[config.mk]
export PLATFORM = sky130hd
export DESIGN_NAME = status_flags
export DESIGN_NICKNAME = d
export VERILOG_FILES = /design/src/rtl/status_flags.sv
export SDC_FILE = /design/constraint.sdc
export NUM_CORES = 1
export LEC_CHECK = 0
export BUFFER_PORTS_ARGS = -buffer_cell sky130_fd_sc_hd__buf_4
export CAP_MARGIN = 20
export CORE_MARGIN = 2
export CORE_UTILIZATION = 36
export DETAILED_ROUTE_END_ITERATION = 10
export HOLD_SLACK_MARGIN = 0.02
export PLACE_DENSITY = 0.77
export SKIP_LAST_GASP = 1
export SLEW_MARGIN = 40
export SYNTH_ARGS = -nofsm -noshare
export SYNTH_HDL_FRONTEND = slang
export SYNTH_SLANG_ARGS = --single-unit
[constraint.sdc]
create_clock -name clk -period 0.9 [get_ports clk]
set_input_delay 0.045 -clock clk [delete_from_list [all_inputs] [get_ports clk]]
set_output_delay 0.045 -clock clk [all_outputs]
set_load 0.005 [all_outputs]
[src/rtl/status_flags.sv]
module status_flags #(
  parameter int W = 8
) (
  input  logic         clk,
  input  logic         rst,
  input  logic         op_valid,
  input  logic [2:0]   op_kind,
  input  logic [W-1:0] alu_res,
  input  logic         alu_c,
  input  logic         alu_h,
  input  logic         alu_v,
  input  logic         fi_enter,
  input  logic         iret,
  input  logic         sel_bank0,
  input  logic         sel_bank1,
  input  logic         wr_en,
  input  logic [7:0]   wr_data,
  output logic [7:0]   flags,
  output logic         cond_c,
  output logic         cond_z,
  output logic         cond_s,
  output logic         cond_v,
  output logic         irq_inhibit,
  output logic         fast_ret,
  output logic         bank
);
  localparam logic [2:0] K_ADD = 3'd0, K_SUB = 3'd1, K_LOG = 3'd2,
                         K_SHF = 3'd3, K_TST = 3'd4;

  logic c_q, z_q, s_q, v_q, d_q, h_q, f_q, b_q;
  logic zero_res, msb_res, known;

  assign zero_res = (alu_res == '0);
  assign msb_res  = alu_res[W-1];
  assign known    = (op_kind <= K_TST);

  always_ff @(posedge clk) begin
    if (rst) begin
      {c_q, z_q, s_q, v_q, d_q, h_q, f_q, b_q} <= '0;
    end else begin
      if (op_valid && known) begin
        z_q <= zero_res;
        if (op_kind != K_TST) s_q <= msb_res;
        case (op_kind)
          K_ADD, K_SUB: begin
            c_q <= alu_c;
            v_q <= alu_v;
            h_q <= alu_h;
            d_q <= (op_kind == K_SUB);
          end
          K_LOG: v_q <= 1'b0;
          K_SHF: begin
            c_q <= alu_c;
            v_q <= alu_v;
          end
          default: ;
        endcase
      end else if (wr_en && !op_valid) begin
        {c_q, z_q, s_q, v_q, d_q, h_q} <= wr_data[7:2];
      end
      if (fi_enter)  f_q <= 1'b1;
      else if (iret) f_q <= 1'b0;
      if (sel_bank1)      b_q <= 1'b1;
      else if (sel_bank0) b_q <= 1'b0;
    end
  end

  assign flags       = {c_q, z_q, s_q, v_q, d_q, h_q, f_q, b_q};
  assign cond_c      = c_q;
  assign cond_z      = z_q;
  assign cond_s      = s_q;
  assign cond_v      = v_q;
  assign irq_inhibit = f_q;
  assign fast_ret    = iret & f_q;
  assign bank        = b_q;
endmodule

==> impl_metrics.toml <==
[run_status]
status = "finished clean"

[setup_path]
arrival_ns = 0.84
start_kind = "register"
path_max_fanout = 4
worstPathRequired_ns = 0.85
end_kind = "primary output"
criticalPathCategory = "reg -> out"

[placement]
hpwl_um = 1110
portBuffers = 42
placed_area_um2 = 778
place_congestion = 0.687

[finish]
final_common_cell = "buf_4"
syn2layout_area_growth_pct = 61.0
finalCoreUtilization_pct = 63.4
final_cell_mix = "buf_4 (42), dfxtp_1 (6), a21oi_1 (5), nor3_1 (4)"
drive_above_1_share_pct = 61.1
fin_nets = 127
n_antenna_cell = 0
fin_area_um2 = 836

[clock_network]
cts_num_sinks = 8
clkTransAtPathRegs_ns = 0.06
htreeDepth = 1
cts_tree = "built"
cts_buffer_depth = 2
cts_buffers = 3
clockRootBuffer = "clkbuf_4"
post_cts_buffers = 0
clock_latency_ns = 0.27

[timing]
rsz0062_at_grt = "yes"
relSlewSlack_pct = 80.9
fin_crit_ns = 0.889
max_freq_mhz = 1130
final-setup-viol-count = 0
final-hold-violation-count = 0
worst_pin_slew_ns = 0.284
slew_viol_final = 0
fin_crit_sh_pct = 98.7
clock_skew_ns = 0
fin_tns_setup_ns = 0

[floorplanning]
io_pins = 45
die_h_um = 42.0
fp-row-count = 13
initial_core_util_pct = 39.4
die_area_um2 = 1760
die_x_um = 42.0
fp.coreArea_um2 = 1320

[pwr]
switchingPower_uw = 276
power_mw = 1.00
peakVddDrop_mv = 0.641
p_comb_share_pct = 30.1
clockPowerShare_pct = 30.0
power.density_nw_per_um2 = 1200
power.share.sequential_pct = 39.9
p_sw_share_pct = 27.5
p_leak_nw = 0.391
p_int_uw = 727

[global_route]
grt_pass1_vias = 549
grt_max_degree = 11
overflow = 0
grtUsageTotal_pct = 17.6
antenna_found_initial = 0
grt_pass1_wl_um = 2350

[synth]
synth.net_count = 87
netlist_area_um2 = 519
netlist_instances = 57
avgSynthCellArea_um2 = 9.11
synth-seq-cells = 8
ys_seq_area_share_pct = 30.8
synth_cell_types = 29
yosys_warnings = 0

[drt]
via_count = 567
via_per_inst = 5.15
first_pass_iters = 6
drc_errors = 0
wl_per_cell_um = 13.1
drtIter0Drc = 10
postRouteAntennaNets = 0
routed_wirelength_um = 1440

[flow_run]
cap_violations = 0

[worst_hold_path]
hp-class = "in -> reg"
Yosys cell counts:
cell,instances,area [µm²]
a211oi_2,2,25.0
clkbuf_1,1,3.75
nor4_2,1,12.5
a22oi_1,1,7.51
o2bb2ai_1,1,8.76
nor3_1,4,20.0
nand2_1,1,3.75
inv_1,2,7.51
dfxtp_1,8,160
nand3_1,2,10.0
buf_4,8,60.1
nand2b_1,1,6.26
nor3b_2,1,12.5
o22ai_1,1,6.26
nand4_1,1,6.26
o21ai_2,1,8.76
a211oi_1,1,7.51
a21oi_1,5,25.0
nor2_1,3,11.3
or2b_4,1,11.3
and2_1,1,6.26
nor2b_4,2,27.5
nor4_1,2,12.5
o22ai_2,1,12.5
nand2b_2,1,8.76
nand3b_1,1,7.51
o22a_1,1,8.76
mux2i_1,1,10.0
buf_6,1,11.3
flip-flops by register name, summed over array words and instances (netlist names):
register     cells
h_q              1
irq_inhibit      1
bank             1
cond_v           1
cond_s           1
cond_z           1
cond_c           1
d_q              1
power by group through the flow:
| stage | combinational, mW | sequential (mW) | clock, mW |
|---|---|---|---|
| CTS | 0.303 | 0.399 | 0.305 |
| finish | 0.302 | 0.400 | 0.301 |
| global route | 0.327 | 0.403 | 0.315 |
| global placement | 0.286 | 0.404 | 0 |
| floorplan | 0.144 | 0.405 | 0 |
| detailed placement | 0.292 | 0.406 | 0 |
stage by stage:
step / hold slack [ns] / worst slack [ns] / cells
4_1_cts: 0.0667 / 0.00334 / 110
3_3_place_gp: 0.253 / 0.0802 / 104
6_report: 0.0538 / 0.0113 / 110
2_1_floorplan: 0.162 / 0.101 / 57
3_5_place_dp: 0.262 / 0.0705 / 104
5_1_grt: 0.0916 / -0.0106 / 110
cell type report:
class | count | area, µm²
Fill cell | 130 | 482
Timing Repair Buffer | 45 | 345
Inverter | 2 | 7.51
Clock buffer | 3 | 22.5
Sequential cell | 8 | 163
Multi-Input combinational cell | 37 | 279
Tap cell | 15 | 18.8
critical path, cell delays in order (launching register included):
cell and delay [ns]:
dfxtp_2 0.33, and2_4 0.13, buf_4 0.12
logic make-up (layout without fill, tap and decap cells):
logic type	count (synthesis)	in the layout	synth area share (%)
buffers and inverters	12	50	15.9
and+or+nand+nor	22	22	30.1
DFF	8	8	30.8
AOI/OAI and AO/OA	14	14	21.2
muxes	1	1	1.93
path summary, 6_finish.rpt:
kind	from	end	slack (ns)	cells after the start
min reg2reg	d_q	d_q	0.49	2
min	alu_res[2]	cond_z	0.05	4
max reg2reg	cond_z	cond_z	0.10	3
max	irq_inhibit	fast_ret	0.01	2
routing by layer:
layer | vias to the layer above | wire length, µm | GRT usage [%]
li1 | 275 | - | -
met1 | 264 | 506 | 17.4
met2 | 24 | 791 | 32.5
met3 | 4 | 107 | 3.88
met4 | 0 | 34 | 11.6
met5 | - | 0 | 0
timing repair:
item	4_1_cts	5_1_grt
setup endpoints to repair	1	2
hold buffers	3	0
resized for setup	1	2
endpoints found under the hold margin	3	0
Note: power is estimated with default switching activity, not from simulation.
